--- src/rtl/lum_pkg.sv ---
package lum_pkg;
  typedef struct packed {
    logic cfgWe;
    logic clearAll;
    logic markNorm;
    logic markEmerg;
  } lumStrobe_t;
endpackage

--- src/rtl/lum_ctrl.sv ---
module lum_ctrl
  import lum_pkg::*;
(
  input  logic       accValid,
  input  logic       emergFlag,
  input  logic       cfgLoad,
  input  logic       usageClear,
  output lumStrobe_t strb
);
  always_comb begin
    strb.cfgWe     = cfgLoad;
    strb.clearAll  = usageClear;
    strb.markNorm  = accValid & ~emergFlag;
    strb.markEmerg = accValid &  emergFlag;
  end
endmodule

--- src/rtl/lum_popcnt.sv ---
module lum_popcnt #(
  parameter int WIDTH = 16,
  parameter int CNT_W = $clog2(WIDTH + 1)
) (
  input  logic [WIDTH-1:0] vecIn,
  output logic [CNT_W-1:0] cntOut
);
  always_comb begin
    cntOut = '0;
    for (int i = 0; i < WIDTH; i++) cntOut = cntOut + CNT_W'(vecIn[i]);
  end
endmodule

--- src/rtl/lum_datapath.sv ---
module lum_datapath
  import lum_pkg::*;
#(
  parameter int ADDR_W = 4,
  parameter int DEPTH  = 1 << ADDR_W
) (
  input  logic              clk,
  input  logic              rst_n,
  input  lumStrobe_t        strb,
  input  logic [ADDR_W-1:0] selIn,
  input  logic              faultInv,
  input  logic [DEPTH-1:0]  cfgData,
  output logic              cellOut,
  output logic [DEPTH-1:0]  normQ,
  output logic [DEPTH-1:0]  emergQ
);
  logic [DEPTH-1:0] cfgQ;
  logic [DEPTH-1:0] addrHot;
  logic [DEPTH-1:0] normNext, emergNext;

  assign addrHot = DEPTH'(1) << selIn;
  assign cellOut = cfgQ[selIn] ^ faultInv;

  always_comb begin
    normNext  = strb.clearAll ? '0 : normQ;
    emergNext = strb.clearAll ? '0 : emergQ;
    if (strb.markNorm)  normNext  = normNext  | addrHot;
    if (strb.markEmerg) emergNext = emergNext | addrHot;
  end

  always_ff @(posedge clk or negedge rst_n) begin
    if (!rst_n) begin
      cfgQ   <= '0;
      normQ  <= '0;
      emergQ <= '0;
    end else begin
      if (strb.cfgWe) cfgQ <= cfgData;
      normQ  <= normNext;
      emergQ <= emergNext;
    end
  end
endmodule

--- src/rtl/lut_usage_monitor.sv ---
module lut_usage_monitor
  import lum_pkg::*;
#(
  parameter int ADDR_W = 4,
  localparam int DEPTH = 1 << ADDR_W,
  localparam int CNT_W = $clog2(DEPTH + 1)
) (
  input  logic              clk,
  input  logic              rst_n,
  input  logic [ADDR_W-1:0] selIn,
  input  logic              emergFlag,
  input  logic              accValid,
  input  logic              faultInv,
  input  logic              cfgLoad,
  input  logic [DEPTH-1:0]  cfgData,
  input  logic              usageClear,
  output logic              cellOut,
  output logic [DEPTH-1:0]  normUsed,
  output logic [DEPTH-1:0]  emergUsed,
  output logic [CNT_W-1:0]  bothCnt,
  output logic [CNT_W-1:0]  normOnlyCnt,
  output logic [CNT_W-1:0]  emergOnlyCnt,
  output logic [CNT_W-1:0]  unusedCnt,
  output logic [CNT_W-1:0]  usedCnt
);
  lumStrobe_t strb;
  logic [DEPTH-1:0] classVec [5];

  lum_ctrl ctrl_i (
    .accValid(accValid), .emergFlag(emergFlag), .cfgLoad(cfgLoad),
    .usageClear(usageClear), .strb(strb)
  );

  lum_datapath #(.ADDR_W(ADDR_W), .DEPTH(DEPTH)) dp_i (
    .clk(clk), .rst_n(rst_n), .strb(strb), .selIn(selIn),
    .faultInv(faultInv), .cfgData(cfgData), .cellOut(cellOut),
    .normQ(normUsed), .emergQ(emergUsed)
  );

  assign classVec[0] = normUsed & emergUsed;
  assign classVec[1] = normUsed & ~emergUsed;
  assign classVec[2] = emergUsed & ~normUsed;
  assign classVec[3] = ~(normUsed | emergUsed);
  assign classVec[4] = normUsed | emergUsed;

  logic [CNT_W-1:0] classCnt [5];
  for (genvar g = 0; g < 5; g++) begin : g_cnt
    lum_popcnt #(.WIDTH(DEPTH), .CNT_W(CNT_W)) pc_i (
      .vecIn(classVec[g]), .cntOut(classCnt[g])
    );
  end

  assign bothCnt      = classCnt[0];
  assign normOnlyCnt  = classCnt[1];
  assign emergOnlyCnt = classCnt[2];
  assign unusedCnt    = classCnt[3];
  assign usedCnt      = classCnt[4];
endmodule

--- config.mk ---
export PLATFORM = sky130hd
export DESIGN_NAME = lut_usage_monitor
export DESIGN_NICKNAME = d
export VERILOG_FILES = /design/src/rtl/lum_pkg.sv /design/src/rtl/lum_ctrl.sv /design/src/rtl/lum_popcnt.sv /design/src/rtl/lum_datapath.sv /design/src/rtl/lut_usage_monitor.sv
export SDC_FILE = /design/constraint.sdc
export NUM_CORES = 1
export LEC_CHECK = 0
export ABC_AREA = 1
export CORE_MARGIN = 2
export CORE_UTILIZATION = 45
export CTS_CLUSTER_DIAMETER = 80
export DETAILED_ROUTE_END_ITERATION = 8
export GPL_TIMING_DRIVEN = 0
export PLACE_DENSITY = 0.7
export SYNTH_ARGS = -nofsm -noshare
export SYNTH_HDL_FRONTEND = slang
export SYNTH_HIERARCHICAL = 1
export SYNTH_SLANG_ARGS = --single-unit
--- constraint.sdc ---
create_clock -name clk -period 7.5 [get_ports clk]
set_clock_uncertainty 0.2 [all_clocks]
set_input_delay 0.75 -clock clk [delete_from_list [all_inputs] [get_ports clk]]
set_output_delay 0.75 -clock clk [all_outputs]
set_load 0.05 [all_outputs]
## Word-level counts from Yosys, hierarchy flattened

Cells that the tools add are included.

- Logic and storage cells: 99
- Bits in registers: 48
- Input port bits: 27
- Output and inout bits: 58

- Mux-type cells: 6
- Shift operators: 1
- $add $sub $neg: 75
- Bitwise operators: 13
- Order comparisons: 1

Operators with widths:

| cell | number |
|---|---|
| adder 5 x 1 -> 5 bit | 70 |
| 2-to-1 mux 16 bit | 4 |
| bitwise AND 16 bit | 3 |
| NOT 16 bit | 3 |
| OR 16 bit | 3 |
| << shifter 1 x 4 -> 16 bit (first input constant) | 1 |
| adder 1 x 1 -> 2 bit | 5 |
| < comparator 4 x 5 -> 1 bit (second input constant) | 1 |
| binary-select mux 1 bit (select 4 bit) | 1 |
| bitwise AND 1 bit | 2 |
| 2-to-1 mux 1 bit | 1 |
| NOT 1 bit | 1 |
| XOR 1 bit | 1 |

## Logic depth before layout (Yosys ltp)

- Word-level depth: 17
- Gate-level depth with buffers: 15
- Gate-level depth less buffers: 15

## By module

Netlist, hierarchy kept.

Modules (own cells, without submodules):

| module | seq. area each (µm²) | instances | area each (µm²) | cells each |
|---|---|---|---|---|
| lum_datapath | 1201.2 | 1 | 2062.0 | 212 |
| lum_popcnt at g_cnt[1].pc_i ... | 0.0 | 4 | 429.2 | 56 |
| lut_usage_monitor | 0.0 | 1 | 480.5 | 128 |
| lum_popcnt at g_cnt[0].pc_i | 0.0 | 1 | 414.1 | 52 |
| lum_ctrl | 0.0 | 1 | 32.5 | 6 |

## Worst setup path after synthesis

Ideal clock, no wire load.

- Path type: register to output
- Start point: register dp_i.normQ[0]
- End point: output port normOnlyCnt[2]
- Arrival: 4.366 ns
- Stages on the path, launching flop included: 13
- Buffers on the path: 0
- Setup slack: 2.184 ns
- Data required time: 6.550 ns
- Cell sequence: dfrtp_1 inv_1 nor2_1 inv_1 fa_1 fa_1 fa_1 fa_1 inv_1 ha_1 inv_1 fa_1 xnor2_1

RTL lines:

| what | line | source |
|---|---|---|
| start: declaration | lum_datapath.sv:14 | `output logic [DEPTH-1:0] normQ,` |
| start signal: assignment | lum_datapath.sv:38 | `normQ <= normNext;` |
| end: declaration | lut_usage_monitor.sv:21 | `output logic [CNT_W-1:0] normOnlyCnt,` |

==> PnR_summary.wiki <==
{| class="wikitable"
! Metric !! Value
|-
| Outcome || complete, no violations
|-
| Final clock period utilization by the worst path || 75.60%
|-
| Worst setup path start || dp_i/emergQ[0]
|-
| HP Class || in2async
|-
| Number of antenna violations at the first check in global routing || 0
|-
| Final setup violation count || 0
|-
| Count of final hold-check violations || 0
|-
| Most common cell type on the critical path || sky130_fd_sc_hd__fa_1
|-
| Combined global-route utilization of all metal layers || 21.19%
|-
| Clock edge transition at the registers on the reported setup and hold paths || 0.08 ns
|-
| Top cell type by total area after synthesis || sky130_fd_sc_hd__dfrtp_1
|-
| Critical path capture point || emergOnlyCnt[2]
|-
| Cell depth of the worst setup path || 13
|-
| Data required time of the critical path || 6.55 ns
|-
| H-tree Lvls || 2
|-
| Number of global-route vias before repair || 4257
|-
| Nets || 811
|-
| Per-cell via count in the routed design || 4.719
|-
| Critical path buffers and inverters || 5
|-
| Post-synth cell types || 21
|-
| Leading register cell type out of synthesis || sky130_fd_sc_hd__dfrtp_1
|-
| Number of buffers inserted for hold repair after clock tree synthesis || 0
|-
| Final weighted congestion of routability-driven global placement || 0.8343
|-
| Total routed wirelength || 11.15 mm
|-
| Postcts setup bufs || 0
|-
| Critical path's slowest cell || sky130_fd_sc_hd__clkdlybuf4s50_1
|-
| Post-synth top cells || sky130_fd_sc_hd__inv_1, sky130_fd_sc_hd__nand2_1, sky130_fd_sc_hd__nor2_1
|-
| First-pass GRT wire length || 19.06 mm
|-
| Largest net degree at the start of global routing || 26
|-
| Number of fill cells || 959
|-
| Dominant combinational cell family by area after synthesis || adder cells
|-
| Kind of cell adding the most delay to the critical path || adder cells
|-
| Mux contribution to synthesized area || 3.350%
|-
| PostCTS Resize Cnt || 0
|-
| FF-to-FF Start || dp_i/emergQ[14]
|-
| Initial detailed-routing violation count || 208
|-
| Clk_lat worst skew || 0.29 ns
|-
| Yosys warnings || 6
|-
| Router iterations before antenna repair || 4
|-
| Count of input and output buffers || 79
|-
| Layout Utilization || 56.66%
|-
| Floorplan die width || 106.3 um
|-
| LEAKAGE || 2.981 nW
|-
| Post-Synthesis Net Count || 724
|-
| Cell types with the largest area share after synthesis || sky130_fd_sc_hd__dfrtp_1, sky130_fd_sc_hd__fa_1, sky130_fd_sc_hd__inv_1
|-
| Slew at the pin closest to its max-slew limit || 0.5960 ns
|-
| Largest stage delay on the critical path || 0.81 ns
|-
| Routed wire length per instance || 13.18 um
|-
| DRC violation count after routing || 0
|-
| Clock tree from TritonCTS || built
|-
| Area of the die || 11290 um^2
|-
| Worst Setup Path Type || reg2out
|-
| Clock root buffer master || sky130_fd_sc_hd__clkbuf_8
|-
| Cells traversed along the worst timing path || inv_1 > nor2_1 > inv_1 > fa_1 > fa_1 > fa_1 > fa_1 > inv_1 > ha_1 > inv_1 > fa_1 > xnor2_1 > clkdlybuf4s50_1
|-
| Antenna viol nets, final || 0
|-
| Setup TNS || 0 ns
|-
| # IOs || 85
|-
| Post-synthesis instance total || 622
|-
| Cell depth of the worst flop-to-flop path || 2
|-
| Avg Synthesized Cell Area || 7.566 um^2
|-
| Cell area after synthesis || 4706 um^2
|-
| Core box area || 10230 um^2
|-
| Tot Pwr || 0.8901 mW
|-
| Kind of start point of the critical path || flip-flop
|-
| Max clock buf depth || 2
|-
| Antenna fix cells || 0
|-
| XOR/XNOR share of the synthesized area || 0.9306%
|-
| Top fanout value on the critical path || 6
|-
| Adder-cell share of the synthesized area || 27.92%
|-
| Half-perimeter wire length after detailed placement || 9.490 mm
|-
| Area delta synth->final || 23.19%
|-
| IR drop worst, VDD || 0.1234 mV
|-
| Crit path arrival time || 4.72 ns
|-
| FFs w/ async S/R, synth || 100.0%
|-
| Synth Area in Compound Gates || 5.770%
|-
| Cell Pwr Density || 153.6 nW/um^2
|-
| Reg2reg setup slack || 6.47 ns
|-
| Fmax achieved || 176.4 MHz
|-
| Destination of the worst register-to-register timing path || dp_i/emergQ[14]
|-
| Sinks on Clock Net || 48
|-
| Number of enable flip-flop cells after synthesis || 0
|-
| Pins Over Slew Limit || 0
|-
| Fraction of layout cells with a size suffix above 1 || 5.070%
|-
| Area share of the largest cell type after synthesis || 25.53%
|-
| Starting density of the core || 45.99%
|-
| RSZ-0062 raised after global routing || false
|-
| Detailed-route via count || 3992
|-
| Global-route congestion overflow total || 0
|-
| Simple-Gate Fraction of Synth Area || 16.22%
|-
| Sequential element share of the synthesized area || 25.53%
|-
| Cts bufs inserted || 5
|-
| Count leader, synth || sky130_fd_sc_hd__inv_1
|-
| Synthesized flop and latch total || 48
|-
| Post-layout min period || 5.670 ns
|-
| Die H || 106.3 um
|-
| Type of element capturing the critical path || primary output
|-
| Tightest slew margin relative to the limit || 60.27%
|-
| Max_cap viols || 0
|-
| # rows || 37
|}
-- placed cells by master (no fill, tap or decap), types with 3 or more instances in the layout --
cell type                         instances
sky130_fd_sc_hd__clkbuf_1                 6
sky130_fd_sc_hd__inv_1                  233
sky130_fd_sc_hd__buf_2                    5
sky130_fd_sc_hd__a21oi_1                  4
sky130_fd_sc_hd__dfrtp_1                 48
sky130_fd_sc_hd__nor2_1                  57
sky130_fd_sc_hd__fa_1                    50
sky130_fd_sc_hd__o22ai_1                 37
sky130_fd_sc_hd__buf_4                    3
sky130_fd_sc_hd__ha_1                    25
sky130_fd_sc_hd__nand3_2                  3
sky130_fd_sc_hd__nand2_1                 95
sky130_fd_sc_hd__xnor2_1                  5
sky130_fd_sc_hd__clkdlybuf4s50_1         78
sky130_fd_sc_hd__clkbuf_8                 5
sky130_fd_sc_hd__mux2_2                  14
sky130_fd_sc_hd__o21ai_0                  4
sky130_fd_sc_hd__nand3_1                 30
-- kinds of logic after synthesis --
kind of cell    count (synthesis)
buf+inv                       248
simple gates                  187
fa+ha+maj                      75
flops                          48
compound gates                 45
mux                            14
xor+xnor                        5
-- state kept, by name, summed over array words and instances, names as in the netlist --
signal	cells
dp_i/normQ	16
dp_i/cfgQ	16
dp_i/emergQ	16
-- layout make-up --
type,instances,area (um^2),share of cell area (%)
inverters,235,882.1,15.22
flip-flops and latches,48,1201,20.72
repair buffers,80,813.3,14.03
multi-input cells,326,2550,43.99
plain buffers,13,72.57,1.252
clock buffers,6,72.57,1.252
clock inverters,2,35.03,0.6044
well taps,136,170.2,2.935
-- per-stage QoR --
| step | hold WS (ns) | setup WS (ns) | instances | area [um^2] |
|---|---|---|---|---|
| after global placement | 0.2907 | 2.191 | 837 | 5667 |
| final | 0.2532 | 1.830 | 846 | 5797 |
| after global routing | 0.2782 | 1.552 | 846 | 5797 |
| after detailed placement | 0.2982 | 2.141 | 838 | 5689 |
| after CTS | 0.2559 | 1.810 | 846 | 5797 |
| after floorplan | 0.2544 | 2.184 | 622 | 4706 |
-- how the worst min path moves through the flow --
stage,end,cells past startpoint
finish,dp_i/normQ[0],1
global route,dp_i/normQ[0],1
CTS,dp_i/normQ[0],1
detailed placement,dp_i/cfgQ[0],1
global placement,dp_i/cfgQ[1],1
floorplan,dp_i/cfgQ[0],0
-- routing by layer --
layer,up-vias,GRT usage (%),wire length (um),share of wire [%]
li1,1966,-,-,-
met5,-,0,0,0
met2,100,39.70,5858,53
met1,1903,24.66,4510,40
met4,0,7.519,338,3.0
met3,23,2.698,443,4.0
-- where the power goes --
part	internal [mW]	switching [mW]	total (mW)
sequential	0.271	0.0123	0.283
combinational	0.154	0.273	0.427
clock	0.0989	0.0807	0.180
total	0.524	0.366	0.890
Power figures use the tool's default switching activity.
